### src/rtl/bscan_pkg.sv
package bscan_pkg;

  typedef enum logic [3:0] {
    ST_TLR, ST_RTI,
    ST_SEL_DR, ST_CAP_DR, ST_SH_DR, ST_EX1_DR, ST_PAU_DR, ST_EX2_DR, ST_UPD_DR,
    ST_SEL_IR, ST_CAP_IR, ST_SH_IR, ST_EX1_IR, ST_PAU_IR, ST_EX2_IR, ST_UPD_IR
  } tap_state_e;

  localparam int IR_W = 4;
  localparam int ID_W = 32;

  localparam logic [IR_W-1:0] OP_EXTEST = 4'h0;
  localparam logic [IR_W-1:0] OP_SAMPLE = 4'h1;
  localparam logic [IR_W-1:0] OP_IDCODE = 4'h2;
  localparam logic [IR_W-1:0] OP_HIGHZ  = 4'h3;
  localparam logic [IR_W-1:0] OP_BYPASS = 4'hF;
  localparam logic [IR_W-1:0] IR_CAPTURE = 4'b0001;

  typedef struct packed {
    logic tlr;
    logic capture_dr;
    logic shift_dr;
    logic update_dr;
    logic capture_ir;
    logic shift_ir;
    logic update_ir;
  } tap_ctl_t;

  typedef struct packed {
    logic extest;
    logic sample;
    logic idcode;
    logic highz;
    logic bypass;
  } ir_dec_t;

endpackage

### src/rtl/bscan_fsm.sv
module bscan_fsm
  import bscan_pkg::*;
(
  input  logic       tck_i,
  input  logic       rst_ni,
  input  logic       tms_i,
  output tap_state_e state_o,
  output tap_ctl_t   ctl_o
);

  tap_state_e state_q, state_d;

  always_comb begin
    state_d = state_q;
    unique case (state_q)
      ST_TLR:    state_d = tms_i ? ST_TLR    : ST_RTI;
      ST_RTI:    state_d = tms_i ? ST_SEL_DR : ST_RTI;
      ST_SEL_DR: state_d = tms_i ? ST_SEL_IR : ST_CAP_DR;
      ST_CAP_DR: state_d = tms_i ? ST_EX1_DR : ST_SH_DR;
      ST_SH_DR:  state_d = tms_i ? ST_EX1_DR : ST_SH_DR;
      ST_EX1_DR: state_d = tms_i ? ST_UPD_DR : ST_PAU_DR;
      ST_PAU_DR: state_d = tms_i ? ST_EX2_DR : ST_PAU_DR;
      ST_EX2_DR: state_d = tms_i ? ST_UPD_DR : ST_SH_DR;
      ST_UPD_DR: state_d = tms_i ? ST_SEL_DR : ST_RTI;
      ST_SEL_IR: state_d = tms_i ? ST_TLR    : ST_CAP_IR;
      ST_CAP_IR: state_d = tms_i ? ST_EX1_IR : ST_SH_IR;
      ST_SH_IR:  state_d = tms_i ? ST_EX1_IR : ST_SH_IR;
      ST_EX1_IR: state_d = tms_i ? ST_UPD_IR : ST_PAU_IR;
      ST_PAU_IR: state_d = tms_i ? ST_EX2_IR : ST_PAU_IR;
      ST_EX2_IR: state_d = tms_i ? ST_UPD_IR : ST_SH_IR;
      ST_UPD_IR: state_d = tms_i ? ST_SEL_DR : ST_RTI;
      default:   state_d = ST_TLR;
    endcase
  end

  always_ff @(posedge tck_i or negedge rst_ni) begin
    if (!rst_ni) state_q <= ST_TLR;
    else         state_q <= state_d;
  end

  assign state_o          = state_q;
  assign ctl_o.tlr        = (state_q == ST_TLR);
  assign ctl_o.capture_dr = (state_q == ST_CAP_DR);
  assign ctl_o.shift_dr   = (state_q == ST_SH_DR);
  assign ctl_o.update_dr  = (state_q == ST_UPD_DR);
  assign ctl_o.capture_ir = (state_q == ST_CAP_IR);
  assign ctl_o.shift_ir   = (state_q == ST_SH_IR);
  assign ctl_o.update_ir  = (state_q == ST_UPD_IR);


  tlr_hold_chk: assert property (@(posedge tck_i) disable iff (!rst_ni)
    (state_q == ST_TLR && tms_i) |=> (state_q == ST_TLR));


  sel_ir_escape_chk: assert property (@(posedge tck_i) disable iff (!rst_ni)
    (state_q == ST_SEL_IR && tms_i) |=> (state_q == ST_TLR));

endmodule

### src/rtl/bscan_ir.sv
module bscan_ir
  import bscan_pkg::*;
(
  input  logic    tck_i,
  input  logic    rst_ni,
  input  logic    tdi_i,
  input  logic    tlr_i,
  input  logic    capture_i,
  input  logic    shift_i,
  input  logic    update_i,
  output logic    tdo_o,
  output ir_dec_t dec_o
);

  logic [IR_W-1:0] ir_sr_q, ir_q;

  always_ff @(posedge tck_i or negedge rst_ni) begin
    if (!rst_ni)        ir_sr_q <= IR_CAPTURE;
    else if (capture_i) ir_sr_q <= IR_CAPTURE;
    else if (shift_i)   ir_sr_q <= {tdi_i, ir_sr_q[IR_W-1:1]};
  end

  always_ff @(posedge tck_i or negedge rst_ni) begin
    if (!rst_ni)       ir_q <= OP_IDCODE;
    else if (tlr_i)    ir_q <= OP_IDCODE;
    else if (update_i) ir_q <= ir_sr_q;
  end

  always_comb begin
    dec_o = '0;
    unique case (ir_q)
      OP_EXTEST: dec_o.extest = 1'b1;
      OP_SAMPLE: dec_o.sample = 1'b1;
      OP_IDCODE: dec_o.idcode = 1'b1;
      OP_HIGHZ:  dec_o.highz  = 1'b1;
      default:   dec_o.bypass = 1'b1;
    endcase
  end

  assign tdo_o = ir_sr_q[0];


  ir_capture_chk: assert property (@(posedge tck_i) disable iff (!rst_ni)
    capture_i |=> (ir_sr_q[1:0] == 2'b01));


  ir_reset_chk: assert property (@(posedge tck_i) disable iff (!rst_ni)
    tlr_i |=> (ir_q == OP_IDCODE));


  ir_onehot_chk: assert property (@(posedge tck_i) disable iff (!rst_ni)
    $countones(dec_o) == 1);

endmodule

### src/rtl/bscan_io_cell.sv
module bscan_io_cell (
  input  logic tck_i,
  input  logic rst_ni,
  input  logic scan_i,
  input  logic capture_i,
  input  logic shift_i,
  input  logic update_i,
  input  logic extest_i,
  input  logic highz_i,
  input  logic pad_in_i,
  input  logic core_out_i,
  input  logic core_oe_i,
  output logic scan_o,
  output logic pad_out_o,
  output logic pad_oe_o
);

  logic cap_in_q, cap_out_q, cap_oe_q;
  logic upd_out_q, upd_oe_q;

  always_ff @(posedge tck_i or negedge rst_ni) begin
    if (!rst_ni) begin
      cap_in_q  <= 1'b0;
      cap_out_q <= 1'b0;
      cap_oe_q  <= 1'b0;
    end else if (capture_i) begin
      cap_in_q  <= pad_in_i;
      cap_out_q <= core_out_i;
      cap_oe_q  <= core_oe_i;
    end else if (shift_i) begin
      cap_in_q  <= scan_i;
      cap_out_q <= cap_in_q;
      cap_oe_q  <= cap_out_q;
    end
  end

  always_ff @(posedge tck_i or negedge rst_ni) begin
    if (!rst_ni) begin
      upd_out_q <= 1'b0;
      upd_oe_q  <= 1'b0;
    end else if (update_i) begin
      upd_out_q <= cap_out_q;
      upd_oe_q  <= cap_oe_q;
    end
  end

  assign scan_o    = cap_oe_q;
  assign pad_out_o = extest_i ? upd_out_q : core_out_i;
  assign pad_oe_o  = highz_i ? 1'b0 : (extest_i ? upd_oe_q : core_oe_i);


  upd_load_chk: assert property (@(posedge tck_i) disable iff (!rst_ni)
    update_i |=> (upd_out_q == $past(cap_out_q) && upd_oe_q == $past(cap_oe_q)));


  upd_hold_chk: assert property (@(posedge tck_i) disable iff (!rst_ni)
    !update_i |=> $stable(upd_out_q) && $stable(upd_oe_q));

endmodule

### src/rtl/bscan_chain.sv
module bscan_chain #(
  parameter int NUM_IO = 4,
  parameter int NUM_IN = 2
) (
  input  logic              tck_i,
  input  logic              rst_ni,
  input  logic              tdi_i,
  input  logic              capture_i,
  input  logic              shift_i,
  input  logic              update_i,
  input  logic              extest_i,
  input  logic              highz_i,
  input  logic [NUM_IO-1:0] io_pad_in_i,
  input  logic [NUM_IN-1:0] in_pad_i,
  input  logic [NUM_IO-1:0] core_out_i,
  input  logic [NUM_IO-1:0] core_oe_i,
  output logic              tdo_o,
  output logic [NUM_IO-1:0] pad_out_o,
  output logic [NUM_IO-1:0] pad_oe_o
);

  localparam int BSR_LEN = NUM_IN + 3 * NUM_IO;
  localparam int IN_BASE = 3 * NUM_IO;

  logic [BSR_LEN:0] link;
  assign link[BSR_LEN] = tdi_i;
  assign tdo_o         = link[0];

  for (genvar k = 0; k < NUM_IO; k++) begin : g_io
    bscan_io_cell i_cell (
      .tck_i      (tck_i),
      .rst_ni     (rst_ni),
      .scan_i     (link[3*k+3]),
      .capture_i  (capture_i),
      .shift_i    (shift_i),
      .update_i   (update_i),
      .extest_i   (extest_i),
      .highz_i    (highz_i),
      .pad_in_i   (io_pad_in_i[k]),
      .core_out_i (core_out_i[k]),
      .core_oe_i  (core_oe_i[k]),
      .scan_o     (link[3*k]),
      .pad_out_o  (pad_out_o[k]),
      .pad_oe_o   (pad_oe_o[k])
    );
    // interior stages of the cell are not exposed on the link
    assign link[3*k+1] = 1'b0;
    assign link[3*k+2] = 1'b0;
  end

  for (genvar j = 0; j < NUM_IN; j++) begin : g_in
    localparam int POS = IN_BASE + j;
    logic cap_q;
    always_ff @(posedge tck_i or negedge rst_ni) begin
      if (!rst_ni)        cap_q <= 1'b0;
      else if (capture_i) cap_q <= in_pad_i[j];
      else if (shift_i)   cap_q <= link[POS+1];
    end
    assign link[POS] = cap_q;


    in_cap_chk: assert property (@(posedge tck_i) disable iff (!rst_ni)
      capture_i |=> (cap_q == $past(in_pad_i[j])));
  end

endmodule

### src/rtl/bscan_tap.sv
module bscan_tap
  import bscan_pkg::*;
#(
  parameter int          NUM_IO   = 4,
  parameter int          NUM_IN   = 2,
  parameter logic [31:0] ID_VALUE = 32'h1504_A03F
) (
  input  logic              tck_i,
  input  logic              rst_ni,
  input  logic              tms_i,
  input  logic              tdi_i,
  output logic              tdo_o,
  output logic              tdo_en_o,
  input  logic [NUM_IO-1:0] io_pad_in_i,
  input  logic [NUM_IN-1:0] in_pad_i,
  input  logic [NUM_IO-1:0] core_out_i,
  input  logic [NUM_IO-1:0] core_oe_i,
  output logic [NUM_IO-1:0] pad_out_o,
  output logic [NUM_IO-1:0] pad_oe_o
);

  tap_state_e state;
  tap_ctl_t   ctl;
  ir_dec_t    dec;
  logic       ir_tdo, chain_tdo, bsr_sel, byp_sel;
  logic       byp_q, dr_tdo, tdo_d, tdo_q, tdo_en_q;
  logic [ID_W-1:0] id_sr_q;

  bscan_fsm i_fsm (
    .tck_i   (tck_i),
    .rst_ni  (rst_ni),
    .tms_i   (tms_i),
    .state_o (state),
    .ctl_o   (ctl)
  );

  bscan_ir i_ir (
    .tck_i     (tck_i),
    .rst_ni    (rst_ni),
    .tdi_i     (tdi_i),
    .tlr_i     (ctl.tlr),
    .capture_i (ctl.capture_ir),
    .shift_i   (ctl.shift_ir),
    .update_i  (ctl.update_ir),
    .tdo_o     (ir_tdo),
    .dec_o     (dec)
  );

  assign bsr_sel = dec.extest | dec.sample;
  assign byp_sel = dec.bypass | dec.highz;

  bscan_chain #(
    .NUM_IO (NUM_IO),
    .NUM_IN (NUM_IN)
  ) i_chain (
    .tck_i       (tck_i),
    .rst_ni      (rst_ni),
    .tdi_i       (tdi_i),
    .capture_i   (ctl.capture_dr & bsr_sel),
    .shift_i     (ctl.shift_dr & bsr_sel),
    .update_i    (ctl.update_dr & bsr_sel),
    .extest_i    (dec.extest),
    .highz_i     (dec.highz),
    .io_pad_in_i (io_pad_in_i),
    .in_pad_i    (in_pad_i),
    .core_out_i  (core_out_i),
    .core_oe_i   (core_oe_i),
    .tdo_o       (chain_tdo),
    .pad_out_o   (pad_out_o),
    .pad_oe_o    (pad_oe_o)
  );

  always_ff @(posedge tck_i or negedge rst_ni) begin
    if (!rst_ni)                          byp_q <= 1'b0;
    else if (ctl.capture_dr && byp_sel)   byp_q <= 1'b0;
    else if (ctl.shift_dr && byp_sel)     byp_q <= tdi_i;
  end

  always_ff @(posedge tck_i or negedge rst_ni) begin
    if (!rst_ni)                            id_sr_q <= '0;
    else if (ctl.capture_dr && dec.idcode)  id_sr_q <= {ID_VALUE[ID_W-1:1], 1'b1};
    else if (ctl.shift_dr && dec.idcode)    id_sr_q <= {tdi_i, id_sr_q[ID_W-1:1]};
  end

  always_comb begin
    if (dec.idcode)   dr_tdo = id_sr_q[0];
    else if (bsr_sel) dr_tdo = chain_tdo;
    else if (byp_sel) dr_tdo = byp_q;
    else              dr_tdo = 1'b0;
  end

  assign tdo_d = ctl.shift_ir ? ir_tdo : dr_tdo;

  // output side is retimed to the falling test-clock edge
  always_ff @(negedge tck_i or negedge rst_ni) begin
    if (!rst_ni) begin
      tdo_q    <= 1'b0;
      tdo_en_q <= 1'b0;
    end else begin
      tdo_q    <= tdo_d;
      tdo_en_q <= ctl.shift_ir | ctl.shift_dr;
    end
  end

  assign tdo_o    = tdo_q;
  assign tdo_en_o = tdo_en_q;


  tdo_en_state_chk: assert property (@(posedge tck_i) disable iff (!rst_ni)
    tdo_en_o == (state == ST_SH_IR || state == ST_SH_DR));


  highz_oe_chk: assert property (@(posedge tck_i) disable iff (!rst_ni)
    dec.highz |-> (pad_oe_o == '0));


  id_lsb_chk: assert property (@(posedge tck_i) disable iff (!rst_ni)
    (ctl.capture_dr && dec.idcode) |=> id_sr_q[0]);


  byp_capture_chk: assert property (@(posedge tck_i) disable iff (!rst_ni)
    (ctl.capture_dr && byp_sel) |=> !byp_q);


  sample_follow_chk: assert property (@(posedge tck_i) disable iff (!rst_ni)
    dec.sample |-> (pad_out_o == core_out_i && pad_oe_o == core_oe_i));

endmodule

### config.mk
export PLATFORM = sky130hd
export DESIGN_NAME = bscan_tap
export DESIGN_NICKNAME = d
export VERILOG_FILES = /design/src/rtl/bscan_pkg.sv /design/src/rtl/bscan_fsm.sv /design/src/rtl/bscan_ir.sv /design/src/rtl/bscan_io_cell.sv /design/src/rtl/bscan_chain.sv /design/src/rtl/bscan_tap.sv
export SDC_FILE = /design/constraint.sdc
export NUM_CORES = 1
export LEC_CHECK = 0
export CAP_MARGIN = 20
export CORE_ASPECT_RATIO = 0.75
export CORE_MARGIN = 5
export CORE_UTILIZATION = 50
export CTS_CLUSTER_DIAMETER = 80
export DETAILED_ROUTE_END_ITERATION = 16
export MAX_ROUTING_LAYER = met4
export PLACE_DENSITY = 0.78
export SYNTH_ARGS = -nofsm -noshare
export SYNTH_HDL_FRONTEND = slang
export SYNTH_SLANG_ARGS = --single-unit
### constraint.sdc
create_clock -name tck_i -period 1.85 [get_ports tck_i]
set_input_delay 0.2775 -clock tck_i [delete_from_list [all_inputs] [get_ports tck_i]]
set_output_delay 0.2775 -clock tck_i [all_outputs]
set_load 0.03 [all_outputs]
==> results of run 1 <==
[worst paths after layout]
check                      cells past startpoint                    end                   from  slack, ns
setup / recovery                               4                  tdo_o           i_ir.ir_q[3]      -0.30
hold / removal                                 2       i_fsm.state_o[2]                 rst_ni       0.35
setup reg to reg                               4                  tdo_o           i_ir.ir_q[3]      -0.30
hold reg to reg                                2  i_chain.g_in[0].cap_q  i_chain.g_in[0].cap_q       0.50
max in group asynchronous                      2               tdo_en_o                 rst_ni       0.41
min in group tck_i                             2  i_chain.g_in[0].cap_q  i_chain.g_in[0].cap_q       0.50
[synthesized netlist by cell type, types with 4 or more instances]
| library cell | instances | share of area |
|---|---|---|
| a21oi_1 | 14 | 0.021 |
| and3_1 | 5 | 0.0095 |
| buf_2 | 12 | 0.018 |
| buf_4 | 8 | 0.018 |
| clkbuf_1 | 6 | 0.0068 |
| dfrtp_1 | 65 | 0.49 |
| inv_1 | 5 | 0.0057 |
| mux2_2 | 12 | 0.041 |
| mux2i_1 | 14 | 0.042 |
| nand2_1 | 88 | 0.10 |
| nand3_1 | 5 | 0.0076 |
| nor2_1 | 22 | 0.025 |
| nor3_1 | 4 | 0.0061 |
| o21ai_0 | 34 | 0.052 |
| o21ai_1 | 28 | 0.042 |
[cell usage in the layout, fill, tap and decap left out, types with 10 or more instances in the layout]
| cell type | n |
|---|---|
| dfrtp_1 | 63 |
| o21ai_0 | 24 |
| mux2i_1 | 14 |
| nor2_1 | 21 |
| a21oi_1 | 14 |
| mux2_2 | 12 |
| nand2_2 | 14 |
| buf_6 | 13 |
| clkdlybuf4s50_1 | 16 |
| clkbuf_8 | 10 |
| nand2_4 | 18 |
| o21ai_1 | 12 |
| buf_4 | 40 |
| o21ai_2 | 26 |
| nand2_1 | 56 |
[state kept, by name, indices dropped and copies added, names as in the netlist]
| register | count |
|---|---|
| i_chain.g_in.cap_q | 2 |
| i_chain.g_io.i_cell.scan_o | 4 |
| i_chain.g_io.i_cell.upd_out_q | 4 |
| i_chain.g_io.i_cell.upd_oe_q | 4 |
| i_chain.g_io.i_cell.cap_out_q | 4 |
| i_chain.g_io.i_cell.cap_in_q | 4 |
| tdo_en_o | 1 |
| tdo_o | 1 |
| id_sr_q | 32 |
| i_fsm.state_o | 4 |
| byp_q | 1 |
| i_ir.ir_sr_q | 4 |
| i_ir.ir_q | 4 |
[per-layer routing]
metal	track usage	wire (um)	up-vias
met5	-	0	-
met4	0.04398	315	0
met3	0.05462	623	41
met2	0.2716	4277	150
met1	0.2465	3957	1435
li1	-	-	1321
[cell type report]
class	count	area [um2]	area share
Clock inverter	4	47.55	0.01052
Sequential cell	69	1732	0.3832
Inverter	5	21.27	0.004707
Multi-Input combinational cell	251	1680	0.3718
Tap cell	81	101.3	0.02243
Timing Repair Buffer	79	792.0	0.1752
Clock buffer	12	145.1	0.03212
[report_power, final]
part | switching, mW | internal (mW)
registers | 0.538 | 2.10
clock network | 0.575 | 0.656
logic | 2.04 | 1.76
[logic make-up (layout without fill, tap and decap cells)]
| group | Yosys count | in the layout |
|---|---|---|
| AND/OR/NAND/NOR | 136 | 136 |
| buffers and inverters | 35 | 100 |
| AO/OA/AOI/OAI | 89 | 89 |
| multiplexers | 26 | 26 |
| flip-flops | 69 | 69 |
[worst max-delay path: cells and delay by family, from the launching register on]
family,cells,cell delay (ns)
AO/OA/AOI/OAI,2,0.25
buffers and inverters,1,0.14
flip-flops,1,0.41
AND/OR/NAND/NOR,1,0.26
[per-stage QoR]
step / area [um2] / util / hold slack, ns / setup slack (ns)
global route: 4519 / 0.7117 / 0.3881 / -0.3726
detailed placement: 3720 / 0.5858 / 0.1806 / -0.2912
global placement: 3720 / 0.5858 / 0.1826 / -0.2578
finish: 4519 / 0.7117 / 0.3463 / -0.3040
CTS: 3976 / 0.6262 / 0.3376 / -0.2558
floorplan: 3342 / - / -0.01809 / -0.1872
[repair_timing]
item                                   in CTS  in global routing
setup buffers                               3                 18
cloned                                      0                  6
endpoints found under the hold margin       6                  0
pin swaps                                   7                 38
hold buffers                                1                  0
setup endpoints to repair                  12                 51
resized for setup                          42                 94
==> impl_metrics.env, run 1 <==
export IMPL_drcViolationCount=0
export IMPL_hold_viol_final=0
export IMPL_initial_utilization=0.5198
export IMPL_p_total_mw=7.679
export IMPL_path_cells="or2_4, buf_4, a22oi_2, a31oi_1"
export IMPL_grt_max_degree=65
export IMPL_grt_use_total=0.1820
export IMPL_synthAdderAreaFrac=0
export IMPL_fmax_mhz=464.4
export IMPL_synthMuxAreaShare=0.08340
export IMPL_clk_latency_ns=0.34
export IMPL_syn_nets=373
export IMPL_dp_hpwl_um=4661
export IMPL_cts_sinks=69
export IMPL_antenna_left=0
export IMPL_synth_top_family_by_area="simple AND/OR/NAND/NOR gates"
export IMPL_synthSimpleGateAreaFrac=0.1823
export IMPL_synth_flop_cell="dfrtp_1"
export IMPL_drtIter0Drc=299
export IMPL_numCtsBuffers=9
export IMPL_synthDistinctLibCells=38
export IMPL_cp_slowest_cell="dfrtp_1"
export IMPL_cp_max_fo=2
export IMPL_cp_required_ns=1.09
export IMPL_die_h_um=80.37
export IMPL_clk_pin_slew_ns=0.07
export IMPL_antenna_cells=0
export IMPL_netlist_instances=355
export IMPL_drt_wl_total_um=9173
export IMPL_critPathKind="reg2reg"
export IMPL_maxSlewViolCount=0
export IMPL_via_count=2947
export IMPL_slew_headroom=0.6310
export IMPL_num_rows=25
export IMPL_grt_ovfl_total=0
export IMPL_io_buffers=27
export IMPL_synth_edf_count=0
export IMPL_failed_checks="setup timing"
export IMPL_p_leak_nw=2.037
export IMPL_grt_pass1_vias=2462
export IMPL_antenna_found_initial=0
export IMPL_die_area_um2=8343
export IMPL_fin_crit_ns=2.154
export IMPL_tightest_slew_ns=0.5532
export IMPL_tritoncts="yes"
export IMPL_io_pins=28
export IMPL_drv_cap=0
export IMPL_status="finished with violations"
export IMPL_coreArea_um2=6350
export IMPL_syn_area_um2=3301
export IMPL_clk_path_buf_depth=2
export IMPL_die_w_um=103.8
export IMPL_via_per_inst=5.882
export IMPL_htreeDepth=3
export IMPL_grt_first_pass_wirelength_um=11770
export IMPL_period_share=1.164
export IMPL_synth_seq_cells=69
export IMPL_nets=433
export IMPL_gp_congestion=0.8868
export IMPL_crit_path_max_incr_delay_ns=0.41
export IMPL_skew_ns=0.01569
export IMPL_hold_path_class="in2async"
export IMPL_endpoint_kind="flop"
export IMPL_fin_tns_setup_ns=-3.755
export IMPL_synth_compound_area_frac=0.1524
export IMPL_drtPass1Iterations=7
export IMPL_n_fill_cell=402
export IMPL_async_flop_share=1.000
export IMPL_root_buffer="clkbuf_8"
export IMPL_syn_area_per_cell_um2=9.298
export IMPL_area_growth_pct=36.92
export IMPL_rsz0062_at_grt="yes"
export IMPL_yosys_area_share_xor_xnor=0
export IMPL_synth_warnings=0
export IMPL_instances_no_fill=501
export IMPL_drive_gt1_frac=0.3905
export IMPL_placedCellCount=459
export IMPL_avgRoutedWirePerCell_um=18.31
export IMPL_seq_area_frac_synth=0.5239
export IMPL_setup_viol=44
export IMPL_fin_ws_ns=-0.3040
export IMPL_powerDensity_nw_per_um2=1699
export IMPL_crit_arrival_ns=1.40
export IMPL_vdd_drop_max_v=0.0007883
export IMPL_start_kind="flop"
(Power assumes the default switching activity.)
==> run 2: changes to the inputs <==
- CAP_MARGIN: 20 -> default
- CORE_UTILIZATION: 50 -> 30
- PLACE_DENSITY: 0.78 -> 0.54
==> impl_metrics.env, run 2 (synthesis gave the netlist of run 1 again) <==
export IMPL_status="finished with violations"
export IMPL_failed_checks="setup timing"
export IMPL_hold_path_class="in2async"
export IMPL_die_w_um=131.1
export IMPL_post_route_cell_area_um2=4279
export IMPL_grt_use_total=0.1186
export IMPL_drt_wl_total_um=7260
export IMPL_n_fill_cell=1060
export IMPL_nets=415
export IMPL_initial_utilization=0.3040
export IMPL_cts_sinks=69
export IMPL_switching_power_mw=2.522
export IMPL_io_pins=28
export IMPL_die_area_um2=13220
export IMPL_cp_required_ns=1.57
export IMPL_antenna_found_initial=0
export IMPL_cp_max_fo=1
export IMPL_crit_path_max_incr_delay_ns=0.45
export IMPL_p_leak_nw=1.894
export IMPL_worst_r2r_cell_count=4
export IMPL_coreArea_um2=10860
export IMPL_clk_path_buf_depth=2
export IMPL_path_cells="buf_6"
export IMPL_critPathBufInv=1
export IMPL_grt_pass1_vias=2386
export IMPL_pwr_share_seq=0.353
export IMPL_maxSlewViolCount=0
export IMPL_htreeDepth=3
export IMPL_top_register="id_sr_q"
export IMPL_endpoint_kind="output pin"
export IMPL_clk_pin_slew_ns=0.06
export IMPL_grt_ovfl_total=0
export IMPL_die_h_um=100.8
export IMPL_grt_first_pass_wirelength_um=12320
export IMPL_gp_congestion=0.7948
export IMPL_multi_input_area_um2=1435
export IMPL_start_kind="flop"
export IMPL_antenna_cells=0
export IMPL_crit_cells=1
export IMPL_whs_ns=0.3559
export IMPL_switching_share=0.3582
export IMPL_slew_headroom=0.7786
export IMPL_final_cell_mix="nand2_1, dfrtp_1, o21ai_1, o21ai_0, buf_4"
export IMPL_area_growth_pct=29.64
export IMPL_final_seq_area_um2=1729
export IMPL_vdd_drop_max_v=0.0005778
export IMPL_grt_max_degree=65
export IMPL_critPathKind="reg2out"
export IMPL_cp_top_family="flip-flops"
export IMPL_hold_viol_final=0
export IMPL_avgRoutedWirePerCell_um=13.39
export IMPL_dp_hpwl_um=4803
export IMPL_via_per_inst=4.705
export IMPL_comb_power_share=0.376
export IMPL_num_rows=33
export IMPL_tightest_slew_ns=0.3322
export IMPL_power_frac_clock=0.272
export IMPL_numCtsBuffers=9
export IMPL_fin_ws_ns=-0.2940
export IMPL_largest_reg_flops=32
export IMPL_skew_ns=0.01167
export IMPL_postPlaceCellArea_um2=3794
export IMPL_tritoncts="yes"
export IMPL_drtIter0Drc=78
export IMPL_drive_gt1_frac=0.2239
export IMPL_final_common_cell="nand2_1"
export IMPL_io_buffers=27
export IMPL_powerDensity_nw_per_um2=1645
export IMPL_setup_viol=11
export IMPL_drcViolationCount=0
export IMPL_rsz0062_at_grt="yes"
export IMPL_drv_cap=0
export IMPL_antenna_left=0
export IMPL_crit_arrival_ns=1.87
export IMPL_root_buffer="clkbuf_16"
export IMPL_clk_latency_ns=0.34
export IMPL_via_count=2550
export IMPL_cp_slowest_cell="dfrtn_1"
export IMPL_drtPass1Iterations=4
export IMPL_intPower_mw=4.518
[run 2: changes by cell type in the layout (fill, tap and decap cells not counted), moves of 3 or more]
cell | before | now
nand2_1 | 56 | 88
o21ai_2 | 26 | 2
o21ai_1 | 12 | 33
nand2_4 | 18 | 0
buf_4 | 40 | 26
nand2_2 | 14 | 0
clkbuf_8 | 10 | 1
clkbuf_16 | 3 | 9
mux2_2 | 12 | 8
mux2_4 | 0 | 4
o21ai_0 | 24 | 27
[run 2: worst paths after layout]
kind                                                 startpoint                              end  slack, ns
max in group asynchronous                                rst_ni                         tdo_en_o       0.43
min in group tck_i              i_chain.g_io[0].i_cell.cap_in_q  i_chain.g_io[0].i_cell.cap_in_q       0.48
worst min register to register  i_chain.g_io[0].i_cell.cap_in_q  i_chain.g_io[0].i_cell.cap_in_q       0.48
worst max register to register                     i_ir.ir_q[2]                            tdo_o      -0.20
worst max-delay path                                      tdo_o                            tdo_o      -0.29
worst min-delay path                                     rst_ni                  i_ir.ir_sr_q[3]       0.36
[run 2: stage by stage]
stage | setup TNS, ns | power (mW) | util | setup slack, ns | cells
6_report | -1.522 | 7.040 | 0.3941 | -0.2940 | 542
5_1_grt | -2.317 | 7.571 | 0.3941 | -0.3247 | 542
4_1_cts | -1.801 | 7.046 | 0.3906 | -0.3090 | 540
3_5_place_dp | -1.433 | 4.935 | 0.3493 | -0.3005 | 518
3_3_place_gp | -1.421 | 4.858 | 0.3493 | -0.2921 | 518
2_1_floorplan | -0.2097 | 4.272 | - | -0.1872 | 355
[run 2: timing repair]
action,4_1_cts,5_1_grt
pin swaps,4,8
resized for setup,49,12
endpoints found under the hold margin,5,0
hold buffers,1,0
endpoints found under the setup margin,12,12
buffers inserted,5,4
[run 2: metal layers]
metal	global-route usage	share of wire
met5	-	0
met4	0.04712	0.023
met3	0.02794	0.027
met2	0.1498	0.42
met1	0.1786	0.54
[run 2: power by group through the flow]
stage	registers, mW	clock network [mW]	logic (mW)
global placement	2.48	0	2.38
CTS	2.48	1.96	2.61
global route	2.57	2.03	2.97
floorplan	2.43	0	1.84
finish	2.48	1.91	2.65
detailed placement	2.49	0	2.45
[run 2: cell type report]
class | count | share of cell area
multi-input cells | 251 | 0.3354
clock inverters | 6 | 0.02193
well taps | 140 | 0.04094
inverters | 5 | 0.004386
repair buffers | 61 | 0.1374
clock buffers | 10 | 0.05585
flip-flops and latches | 69 | 0.4041
==> run 3: changes to the inputs <==
- SLEW_MARGIN: default -> 20
==> results of run 3 <==
Final layout, timing and power as in run 2 (identical DEF).
